<file path="src/rtl/uart_port_pkg.sv">
package uart_port_pkg;

  localparam logic ADDR_DATA = 1'b0;
  localparam logic ADDR_CTRL = 1'b1;

  localparam int unsigned CB_RX_EN  = 0;
  localparam int unsigned CB_FILTER = 1;
  localparam int unsigned CB_HALF   = 2;
  localparam int unsigned CB_STOP   = 3;
  localparam int unsigned CB_RI     = 4;
  localparam int unsigned CB_TI     = 5;

  typedef enum logic {RX_HUNT, RX_RECV} rx_state_e;

endpackage

</file>
<file path="src/rtl/uart_tick_gen.sv">
module uart_tick_gen #(
  parameter int unsigned OVS = 16
) (
  input  logic clk,
  input  logic rst_n,
  input  logic baud_tick,
  input  logic half_rate,
  output logic s16_tick,
  output logic tx_roll
);
  localparam int unsigned DIV_W = (OVS > 1) ? $clog2(OVS) : 1;

  logic             tgl_q, tgl_n;
  logic [DIV_W-1:0] div_q, div_n;

  always_comb begin
    tgl_n    = tgl_q;
    div_n    = div_q;
    s16_tick = baud_tick & (~half_rate | tgl_q);
    tx_roll  = s16_tick && (div_q == DIV_W'(OVS - 1));
    if (baud_tick) tgl_n = ~tgl_q;
    if (s16_tick) div_n = (div_q == DIV_W'(OVS - 1)) ? '0 : div_q + 1'b1;
  end

  always_ff @(posedge clk or negedge rst_n) begin
    if (!rst_n) begin
      tgl_q <= 1'b0;
      div_q <= '0;
    end else begin
      tgl_q <= tgl_n;
      div_q <= div_n;
    end
  end
endmodule

</file>
<file path="src/rtl/uart_tx_engine.sv">
module uart_tx_engine #(
  parameter int unsigned DATA_W = 8
) (
  input  logic              clk,
  input  logic              rst_n,
  input  logic              load,
  input  logic [DATA_W-1:0] load_data,
  input  logic              roll,
  output logic              txd,
  output logic              frame_done
);
  localparam int unsigned FRAME_W = DATA_W + 2;
  localparam int unsigned CNT_W   = $clog2(FRAME_W + 1);

  logic [FRAME_W-1:0] frame_q, frame_n;
  logic [CNT_W-1:0]   left_q, left_n;
  logic               txd_q, txd_n;

  always_comb begin
    frame_n    = frame_q;
    left_n     = left_q;
    txd_n      = txd_q;
    frame_done = 1'b0;
    if (load) begin
      frame_n = {1'b1, load_data, 1'b0};
      left_n  = CNT_W'(FRAME_W);
    end else if (roll && (left_q != '0)) begin
      txd_n      = frame_q[0];
      frame_n    = {1'b1, frame_q[FRAME_W-1:1]};
      left_n     = left_q - 1'b1;
      frame_done = (left_q == CNT_W'(1));
    end
  end

  always_ff @(posedge clk or negedge rst_n) begin
    if (!rst_n) begin
      frame_q <= '1;
      left_q  <= '0;
      txd_q   <= 1'b1;
    end else begin
      frame_q <= frame_n;
      left_q  <= left_n;
      txd_q   <= txd_n;
    end
  end

  assign txd = txd_q;
endmodule

</file>
<file path="src/rtl/uart_rx_engine.sv">
module uart_rx_engine
  import uart_port_pkg::*;
#(
  parameter int unsigned DATA_W = 8,
  parameter int unsigned OVS    = 16
) (
  input  logic              clk,
  input  logic              rst_n,
  input  logic              enable,
  input  logic              s16_tick,
  input  logic              rxd_sync,
  output logic              frame_done,
  output logic              frame_stop,
  output logic [DATA_W-1:0] frame_data
);
  localparam int unsigned DIV_W  = (OVS > 1) ? $clog2(OVS) : 1;
  localparam int unsigned BIT_W  = $clog2(DATA_W + 2);
  localparam int unsigned SMP_A  = OVS / 2;
  localparam int unsigned SMP_B  = OVS / 2 + 1;
  localparam int unsigned SMP_C  = OVS / 2 + 2;

  rx_state_e         state_q, state_n;
  logic [DIV_W-1:0]  div_q, div_n;
  logic [BIT_W-1:0]  bit_q, bit_n;
  logic [1:0]        smp_q, smp_n;
  logic [DATA_W-1:0] sh_q, sh_n;
  logic              last_q, last_n;
  logic              vote;

  assign vote = (smp_q[0] & smp_q[1]) | (smp_q[0] & rxd_sync) | (smp_q[1] & rxd_sync);

  always_comb begin
    state_n    = state_q;
    div_n      = div_q;
    bit_n      = bit_q;
    smp_n      = smp_q;
    sh_n       = sh_q;
    last_n     = last_q;
    frame_done = 1'b0;
    if (s16_tick) last_n = rxd_sync;
    if (!enable) begin
      state_n = RX_HUNT;
    end else if (s16_tick) begin
      case (state_q)
        RX_HUNT: begin
          if (last_q && !rxd_sync) begin
            state_n = RX_RECV;
            div_n   = '0;
            bit_n   = '0;
          end
        end
        default: begin
          div_n = (div_q == DIV_W'(OVS - 1)) ? '0 : div_q + 1'b1;
          if (div_n == DIV_W'(SMP_A)) smp_n[0] = rxd_sync;
          if (div_n == DIV_W'(SMP_B)) smp_n[1] = rxd_sync;
          if (div_n == DIV_W'(SMP_C)) begin
            bit_n = bit_q + 1'b1;
            if (bit_q == '0) begin
              if (vote) state_n = RX_HUNT;
            end else if (bit_q <= BIT_W'(DATA_W)) begin
              sh_n = {vote, sh_q[DATA_W-1:1]};
            end else begin
              frame_done = 1'b1;
              state_n    = RX_HUNT;
            end
          end
        end
      endcase
    end
  end

  always_ff @(posedge clk or negedge rst_n) begin
    if (!rst_n) begin
      state_q <= RX_HUNT;
      div_q   <= '0;
      bit_q   <= '0;
      smp_q   <= '0;
      sh_q    <= '0;
      last_q  <= 1'b1;
    end else begin
      state_q <= state_n;
      div_q   <= div_n;
      bit_q   <= bit_n;
      smp_q   <= smp_n;
      sh_q    <= sh_n;
      last_q  <= last_n;
    end
  end

  assign frame_stop = vote;
  assign frame_data = sh_q;
endmodule

</file>
<file path="src/rtl/uart_duplex_port.sv">
module uart_duplex_port
  import uart_port_pkg::*;
#(
  parameter int unsigned DATA_W = 8,
  parameter int unsigned OVS    = 16
) (
  input  logic              clk,
  input  logic              rst_n,
  input  logic              baud_tick,
  input  logic              reg_wr,
  input  logic              reg_addr,
  input  logic [DATA_W-1:0] reg_wdata,
  output logic [DATA_W-1:0] reg_rdata,
  input  logic              rxd,
  output logic              txd,
  output logic              irq
);
  logic              sync1_q, sync2_q;
  logic              rx_en_q, rx_en_n, filt_q, filt_n, half_q, half_n;
  logic              ri_q, ri_n, ti_q, ti_n, rb8_q, rb8_n;
  logic [DATA_W-1:0] rx_buf_q, rx_buf_n;
  logic              s16_tick, tx_roll, tx_done;
  logic              rx_done, rx_stop, accept, ctrl_wr, data_wr;
  logic [DATA_W-1:0] rx_data;

  uart_tick_gen #(.OVS(OVS)) i_tick (
    .clk(clk), .rst_n(rst_n), .baud_tick(baud_tick), .half_rate(half_q),
    .s16_tick(s16_tick), .tx_roll(tx_roll)
  );

  uart_tx_engine #(.DATA_W(DATA_W)) i_tx (
    .clk(clk), .rst_n(rst_n), .load(data_wr), .load_data(reg_wdata),
    .roll(tx_roll), .txd(txd), .frame_done(tx_done)
  );

  uart_rx_engine #(.DATA_W(DATA_W), .OVS(OVS)) i_rx (
    .clk(clk), .rst_n(rst_n), .enable(rx_en_q), .s16_tick(s16_tick),
    .rxd_sync(sync2_q), .frame_done(rx_done), .frame_stop(rx_stop),
    .frame_data(rx_data)
  );

  assign ctrl_wr = reg_wr && (reg_addr == ADDR_CTRL);
  assign data_wr = reg_wr && (reg_addr == ADDR_DATA);
  assign accept  = rx_done && !ri_q && (!filt_q || rx_stop);

  always_comb begin
    rx_en_n  = rx_en_q;
    filt_n   = filt_q;
    half_n   = half_q;
    ri_n     = ri_q;
    ti_n     = ti_q;
    rb8_n    = rb8_q;
    rx_buf_n = rx_buf_q;
    if (ctrl_wr) begin
      rx_en_n = reg_wdata[CB_RX_EN];
      filt_n  = reg_wdata[CB_FILTER];
      half_n  = reg_wdata[CB_HALF];
      if (!reg_wdata[CB_RI]) ri_n = 1'b0;
      if (!reg_wdata[CB_TI]) ti_n = 1'b0;
    end
    if (accept) begin
      ri_n     = 1'b1;
      rb8_n    = rx_stop;
      rx_buf_n = rx_data;
    end
    if (tx_done) ti_n = 1'b1;
  end

  always_ff @(posedge clk or negedge rst_n) begin
    if (!rst_n) begin
      sync1_q  <= 1'b1;
      sync2_q  <= 1'b1;
      rx_en_q  <= 1'b0;
      filt_q   <= 1'b0;
      half_q   <= 1'b0;
      ri_q     <= 1'b0;
      ti_q     <= 1'b0;
      rb8_q    <= 1'b0;
      rx_buf_q <= '0;
    end else begin
      sync1_q  <= rxd;
      sync2_q  <= sync1_q;
      rx_en_q  <= rx_en_n;
      filt_q   <= filt_n;
      half_q   <= half_n;
      ri_q     <= ri_n;
      ti_q     <= ti_n;
      rb8_q    <= rb8_n;
      rx_buf_q <= rx_buf_n;
    end
  end

  always_comb begin
    reg_rdata = '0;
    if (reg_addr == ADDR_DATA) begin
      reg_rdata = rx_buf_q;
    end else begin
      reg_rdata[CB_RX_EN]  = rx_en_q;
      reg_rdata[CB_FILTER] = filt_q;
      reg_rdata[CB_HALF]   = half_q;
      reg_rdata[CB_STOP]   = rb8_q;
      reg_rdata[CB_RI]     = ri_q;
      reg_rdata[CB_TI]     = ti_q;
    end
  end

  assign irq = ri_q | ti_q;
endmodule

</file>
<file path="config.mk">
export PLATFORM = sky130hd
export DESIGN_NAME = uart_duplex_port
export DESIGN_NICKNAME = d
export VERILOG_FILES = /design/src/rtl/uart_port_pkg.sv /design/src/rtl/uart_tick_gen.sv /design/src/rtl/uart_tx_engine.sv /design/src/rtl/uart_rx_engine.sv /design/src/rtl/uart_duplex_port.sv
export SDC_FILE = /design/constraint.sdc
export NUM_CORES = 1
export LEC_CHECK = 0
export BUFFER_PORTS_ARGS = -buffer_cell sky130_fd_sc_hd__buf_2
export CORE_ASPECT_RATIO = 0.7
export CORE_MARGIN = 2
export CORE_UTILIZATION = 30
export DETAILED_ROUTE_END_ITERATION = 8
export GPL_ROUTABILITY_DRIVEN = 0
export PLACE_DENSITY = 0.46
export SYNTH_ARGS = -nofsm -noshare
export SYNTH_HDL_FRONTEND = slang
export SYNTH_HIERARCHICAL = 1
export SYNTH_SLANG_ARGS = --single-unit
</file>
<file path="constraint.sdc">
create_clock -name clk -period 5.6 [get_ports clk]
set_clock_uncertainty 0.1 [all_clocks]
set_input_delay 0.56 -clock clk [delete_from_list [all_inputs] [get_ports clk]]
set_output_delay 0.56 -clock clk [all_outputs]
set_load 0.01 [all_outputs]
</file>
# Yosys cells after proc, flatten, opt, wreduce, memory -nomap -nowiden
# Index checks and enable logic that the tools add are counted.
dict set report op_classes {
  add_sub_neg 4
  mul 0
  n_div 0
  order_cmp 1
  eq_ne 10
  shifts 0
  n_mux 34
  bitwise_logic 13
  reduce_logical 25
}
# operator n
set op_table {}
lappend op_table {{4-bit two-way mux} 8}
lappend op_table {{1-bit two-way mux} 22}
lappend op_table {{4-bit == test (second input constant)} 5}
lappend op_table {{10-bit two-way mux} 2}
lappend op_table {{4-bit by 1-bit adder with 4-bit output (second input constant)} 3}
lappend op_table {{4-bit AND reduction} 3}
lappend op_table {{2-bit nonzero test} 4}
lappend op_table {{1-bit logical AND} 7}
lappend op_table {{6-bit two-way mux} 1}
lappend op_table {{2-bit by 1-bit inequality test with 1-bit output (second input constant)} 3}
lappend op_table {{2-bit AND reduction} 3}
lappend op_table {{6-bit AND reduction} 1}
lappend op_table {{1-bit inverter} 5}
lappend op_table {{1-bit AND} 4}
lappend op_table {{4-bit by 1-bit == test with 1-bit output (second input constant)} 1}
lappend op_table {{4-bit <= comparator (second input constant)} 1}
lappend op_table {{4-bit logical NOT} 1}
lappend op_table {{1-bit bitwise OR} 4}
lappend op_table {{4-bit nonzero test} 1}
lappend op_table {{4-bit by 1-bit subtractor with 4-bit output (second input constant)} 1}
lappend op_table {{1-bit logical NOT} 3}
lappend op_table {{3-bit AND reduction} 1}
lappend op_table {{2-bit two-way mux} 1}
lappend op_table {{2-bit inequality test (second input constant)} 1}
lappend op_table {{1-bit logical OR} 1}
dict set report totals {
  reg_bits 56
  latch_bits 0
  ramBits 0
  mem_bits_ro 0
  inputBits 14
  elab_cells 108
  memories 0
}

# Longest topological paths before layout
dict set report logic_depth {
  depth_word 11
  depth_mapped 10
  depth_no_buf 9
}

# By module
# Netlist, hierarchy kept.
# mod n_inst cells_per_inst area_each_um2 seq_area_each_um2
set modules_own_cells {}
lappend modules_own_cells {uart_rx_engine 1 95 1056.0 501.7}
lappend modules_own_cells {uart_tx_engine 1 79 752.0 362.8}
lappend modules_own_cells {uart_duplex_port 1 48 696.9 402.9}
lappend modules_own_cells {uart_tick_gen 1 22 266.5 125.1}

# Least setup slack after synthesis
# Ideal clock, no wire load.
dict set report synth_timing {
  path_kind {in2reg}
  from {input port baud_tick}
  to {register rx_buf_q[0]}
  setup_ps 125
  t_arrival_ps 2013
  t_required_ps 5375
  path_slack_ps 3362
  cell_stages 9
  path_buffers 1
  cell_sequence {nand2_4 -> inv_1 -> clkbuf_2 -> nand4_1 -> o22ai_1 -> and4_1 -> nand2b_4 -> a21oi_4 -> mux2_2}
}
dict set report synth_via {
  elab_chain_len 5
}
# element line_no
set synth_lines {}
lappend synth_lines {{start, declared} uart_duplex_port.sv:9} ;# input logic baud_tick,
lappend synth_lines {{1-bit AND} uart_tick_gen.sv:19} ;# s16_tick = baud_tick & (~half_rate | tgl_q);
lappend synth_lines {{via s16_tick} uart_duplex_port.sv:22} ;# logic s16_tick, tx_roll, tx_done;
lappend synth_lines {{1-bit two-way mux} uart_rx_engine.sv:43} ;# end else if (s16_tick) begin
lappend synth_lines {{1-bit two-way mux} uart_rx_engine.sv:41} ;# if (!enable) begin
lappend synth_lines {{via rx_done} uart_duplex_port.sv:23} ;# logic rx_done, rx_stop, accept, ctrl_wr, data_wr;
lappend synth_lines {{1-bit logical AND (2 in series)} uart_duplex_port.sv:44} ;# assign accept = rx_done && !ri_q && (!filt_q || rx_stop);
lappend synth_lines {{end signal, assigned} uart_duplex_port.sv:89} ;# rx_buf_q <= rx_buf_n;
lappend synth_lines {{end, declared} uart_duplex_port.sv:21} ;# logic [DATA_W-1:0] rx_buf_q, rx_buf_n;
# The timed path passes the listed nets, and every way through them passes these cells.
# A chain may end at the register's enable or synchronous reset.

# Final worst setup path
dict set report layout_timing {
  from {register i_tick.div_q[0]}
  to {register ti_q}
}
dict set report layout_via {
  word_cells_on_any_way 9
  cone_classes {eq/ne: 2; mux: 3; reduce/logical: 4}
}
# element line_no
set layout_rtl {}
lappend layout_rtl {{start, declared} uart_tick_gen.sv:14} ;# logic [DIV_W-1:0] div_q, div_n;
lappend layout_rtl {{start signal, assigned} uart_tick_gen.sv:31} ;# div_q <= div_n;
lappend layout_rtl {{4-bit == test} uart_tick_gen.sv:20} ;# tx_roll = s16_tick && (div_q == DIV_W'(OVS - 1));
lappend layout_rtl {{1-bit logical AND} uart_tick_gen.sv:20}
lappend layout_rtl {{via tx_roll} uart_duplex_port.sv:22}
lappend layout_rtl {{1-bit logical AND} uart_tx_engine.sv:27} ;# end else if (roll && (left_q != '0)) begin
lappend layout_rtl {{1-bit two-way mux} uart_tx_engine.sv:27}
lappend layout_rtl {{1-bit two-way mux} uart_tx_engine.sv:24} ;# if (load) begin
lappend layout_rtl {{1-bit two-way mux} uart_duplex_port.sv:66} ;# if (tx_done) ti_n = 1'b1;
lappend layout_rtl {{via ti_n} uart_duplex_port.sv:20} ;# logic ri_q, ri_n, ti_q, ti_n, rb8_q, rb8_n;
lappend layout_rtl {{end signal, assigned} uart_duplex_port.sv:87} ;# ti_q <= ti_n;
lappend layout_rtl {{end, declared} uart_duplex_port.sv:20}
# The timed path passes the listed nets, and every way through them passes these cells.

==> results.md <==
* Crit Path Class: reg -> reg
* CP max stage delay at 0.66 ns
* Net count of the mapped netlist at between 200 and 300
* Synth Flop Type: dfrtp_1
* Largest net degree at the start of global routing at 56
* Initial antenna violation count at 0
* RSZ-0062 raised after global routing: false
* Vias in the first global route at roughly 1700
* Fillers at roughly 910
* Fin Setup TNS at 0 ns
* Initial Util at between 30% and 40%
* Worst-Margin Slew at approximately 1.1 ns
* Area growth, synth to finish at 14.63%
* FF-to-FF setup slack at around 2.8 ns
* Syn Std Cell Area at ~2800 µm²
* Final min period at between 2 and 3 ns
* Fmax at between 300 and 400 MHz
* Slew Limit Fails at 0
* DIE AREA at 10040 µm²
* CP arrival at ~3 ns
* Cts repair resizes at 0
* Starting DRT DRC Count at 100
* Period utilization at about 50%
* CTS tree: yes
* Total Routing Usage GR at a little under an eighth
* Critical Path RT at between 5 and 6 ns
* Worst-path clk slew at 0.07 ns
* Outcome: complete, no violations
* Sequential area share after synthesis at roughly 50%
* Die height at about 84 µm
* Min-delay src: sync1_q$_DFF_PN1_
* Critical Path Fanout Max at 14
* Clock power share at around a third
* Cell Rows at 29
* Synth area leaders: dfrtp_1, dfstp_2, mux2_2
* Post-DRT Antenna Nets at 0
* IO Count at 24
* Sequential share of power at between 40 and 50%
* Sw frac at 28.10%
* R2R Path Start: i_tick/div_q[0]$_DFFE_PN0P_
* Clock sinks at 55
* CTS hold repair buffers at 0
* Net switching power at between 0.0003 and 0.0004 W
* Max Cap Violations at 0
* Cells after synthesis at 244
* Final nets at ~290
* Core ar. at roughly 9000 µm²
* Number of setup buffers added after CTS at 0
* Area leader, netlist: dfrtp_1
* H-tree depth at 2
* Via Count at 1871
* CP endpoint kind: flip-flop
* Lkg Pwr at ~1.4 nW
* Layout cell share with drive strength beyond 1 at 32.09%
* Top Family by Delay on Critical Path: simple AND/OR/NAND/NOR gates
* Slew HR at between 20% and 30%
* Pwr Density at between 300 and 400 nW/µm²
* Yosys top cell area share at a little under two fifths
* Syn. warnings at 6
* Most frequent cells in the layout: dfrtp_1, mux2_2, buf_2, o21ai_0, a21oi_1
* Ant. Diodes at 0
* Drc violations at 0
* Final hold violation count at 0
* Power Internal at ~0.0008 W
* Via density at roughly 4.8
* Crit path cell chain: ha_1, nand3_1, nor2_1, inv_1, or3_1, nor4b_1, nand2b_1
* Yosys cell types at 52
* Chip Width at around 120 µm
* Most common cell after layout, fill and taps aside: dfrtp_1
* Final-report setup violation count at 0
* Mean post-synth cell area at ~11 µm²
* Setup crit start kind: flip-flop
* Crit path max-delay cell type: nor2_1
* PortBufs at 23
* Total Power at 0.001083 W
* Worst Path Buf+Inv at 1
* #FFs+latches synth at 55
* Min-Delay Path Class: reg -> reg
* Critical Path Source: i_tick/div_q[0]$_DFFE_PN0P_
* Total congestion overflow at 0
* DRT Pass-1 Iters at 4
* Fraction of registers with async set or reset after synthesis at 100.0%
* Logic pwr share at a little under a fifth
* Post-synth EDFFs at 0
* CTS max path bufs at 2
* First-pass GRT wire length at between 9 and 10 mm
* Clk Latency, worst-skew pair at approximately 0.29 ns
* DPL Wire Length at approximately 3.9 mm
* CTS root buf: clkbuf_16
* Cts bufs inserted at 5
* Post-Route WL at about 5.6 mm
* Drt wl/cell at 14.35 µm
* Worst-case vdd ir drop at 0.1808 mV
[layout make-up]
class / instances / area (µm²) / share of cell area [%]
flip-flops and latches: 55 / 1393 / 43.84
multi-input cells: 169 / 1294 / 40.72
well taps: 124 / 155.1 / 4.884
repair buffers: 25 / 130.1 / 4.096
clock buffers: 5 / 125.1 / 3.939
inverters: 11 / 41.29 / 1.300
clock inverters: 3 / 38.79 / 1.221
[per-layer routing]
metal / part of all wire (%) / GRT usage (%)
met4: 1.4 / 3.896
met3: 3.8 / 3.193
met2: 40 / 14.68
met5: 0 / 0
met1: 55 / 18.98
[synthesized netlist by cell type, types with 2 or more instances]
library cell / number
dfrtp_1: 42
clkbuf_1: 3
ha_1: 10
nor3b_1: 2
o31ai_1: 2
nand4bb_1: 2
mux2_2: 29
nor2b_1: 11
nand3_1: 7
nand2b_1: 3
a211o_1: 3
mux2_4: 2
or4_1: 2
nand2_1: 14
and3_1: 2
o21ai_0: 22
a21oi_1: 17
nand2b_4: 2
inv_1: 11
dfstp_2: 13
nor3_1: 2
buf_2: 4
a31oi_1: 8
nand4_1: 2
nor2_1: 2
[worst reg2reg max path, cell delays in order (launching register included)]
cell	delay, ns
dfrtp_1	0.41
ha_1	0.24
nand3_1	0.09
nor2_1	0.66
inv_1	0.36
or3_1	0.45
nor4b_1	0.27
nand2b_1	0.14
[metrics by stage]
step	instance area (µm²)	hold WS (ns)	worst slack, ns	std cells	util, %
6_report	3177	0.2557	2.813	392	35.16
5_1_grt	3177	0.2565	2.517	392	35.16
4_1_cts	3177	0.2499	2.808	392	35.16
3_5_place_dp	3013	0.2472	2.741	384	33.35
3_3_place_gp	3013	0.2481	2.862	384	33.35
2_1_floorplan	2771	0.1644	3.362	244	-
[flip-flops by register name (all words and copies together) (netlist names), 2 cells and up]
name             count
i_rx/bit_q           4
i_rx/div_q           4
i_rx/frame_data      8
i_rx/smp_q           2
i_tick/div_q         4
i_tx/frame_q         9
i_tx/left_q          4
rx_buf_q             8
[cells by family (layout without fill, tap and decap cells)]
kind of cell / count (synthesis) / count (layout) / share of synthesized area (%)
AO/OA/AOI/OAI: 64 / 64 / 14.18
AND/OR/NAND/NOR: 61 / 61 / 14.13
flip-flops: 55 / 55 / 50.25
multiplexers: 31 / 31 / 12.87
buffers and inverters: 20 / 44 / 3.070
adder cells (fa/ha/maj): 11 / 11 / 4.876
XOR/XNOR: 2 / 2 / 0.6322
[power groups by stage]
stage | clock network (W) | logic, W | registers, W
3_5_place_dp | 0 | 0.000203 | 0.000538
4_1_cts | 0.000362 | 0.000205 | 0.000531
3_3_place_gp | 0 | 0.000206 | 0.000537
2_1_floorplan | 0 | 0.000160 | 0.000521
5_1_grt | 0.000378 | 0.000230 | 0.000542
6_report | 0.000349 | 0.000203 | 0.000531
[path summary, 6_finish.rpt]
| check | endpoint | depth (start not counted) |
|---|---|---|
| worst max-delay path | ti_q$_DFFE_PN0P_ | 7 |
| worst min-delay path | sync2_q$_DFF_PN1_ | 0 |
| worst max register to register | ti_q$_DFFE_PN0P_ | 7 |
| worst min register to register | sync2_q$_DFF_PN1_ | 0 |
| max in group asynchronous | rx_en_q$_DFFE_PN0P_ | 2 |
| min in group asynchronous | i_tick/div_q[0]$_DFFE_PN0P_ | 2 |
No activity file was read; power rests on OpenSTA's default activity.
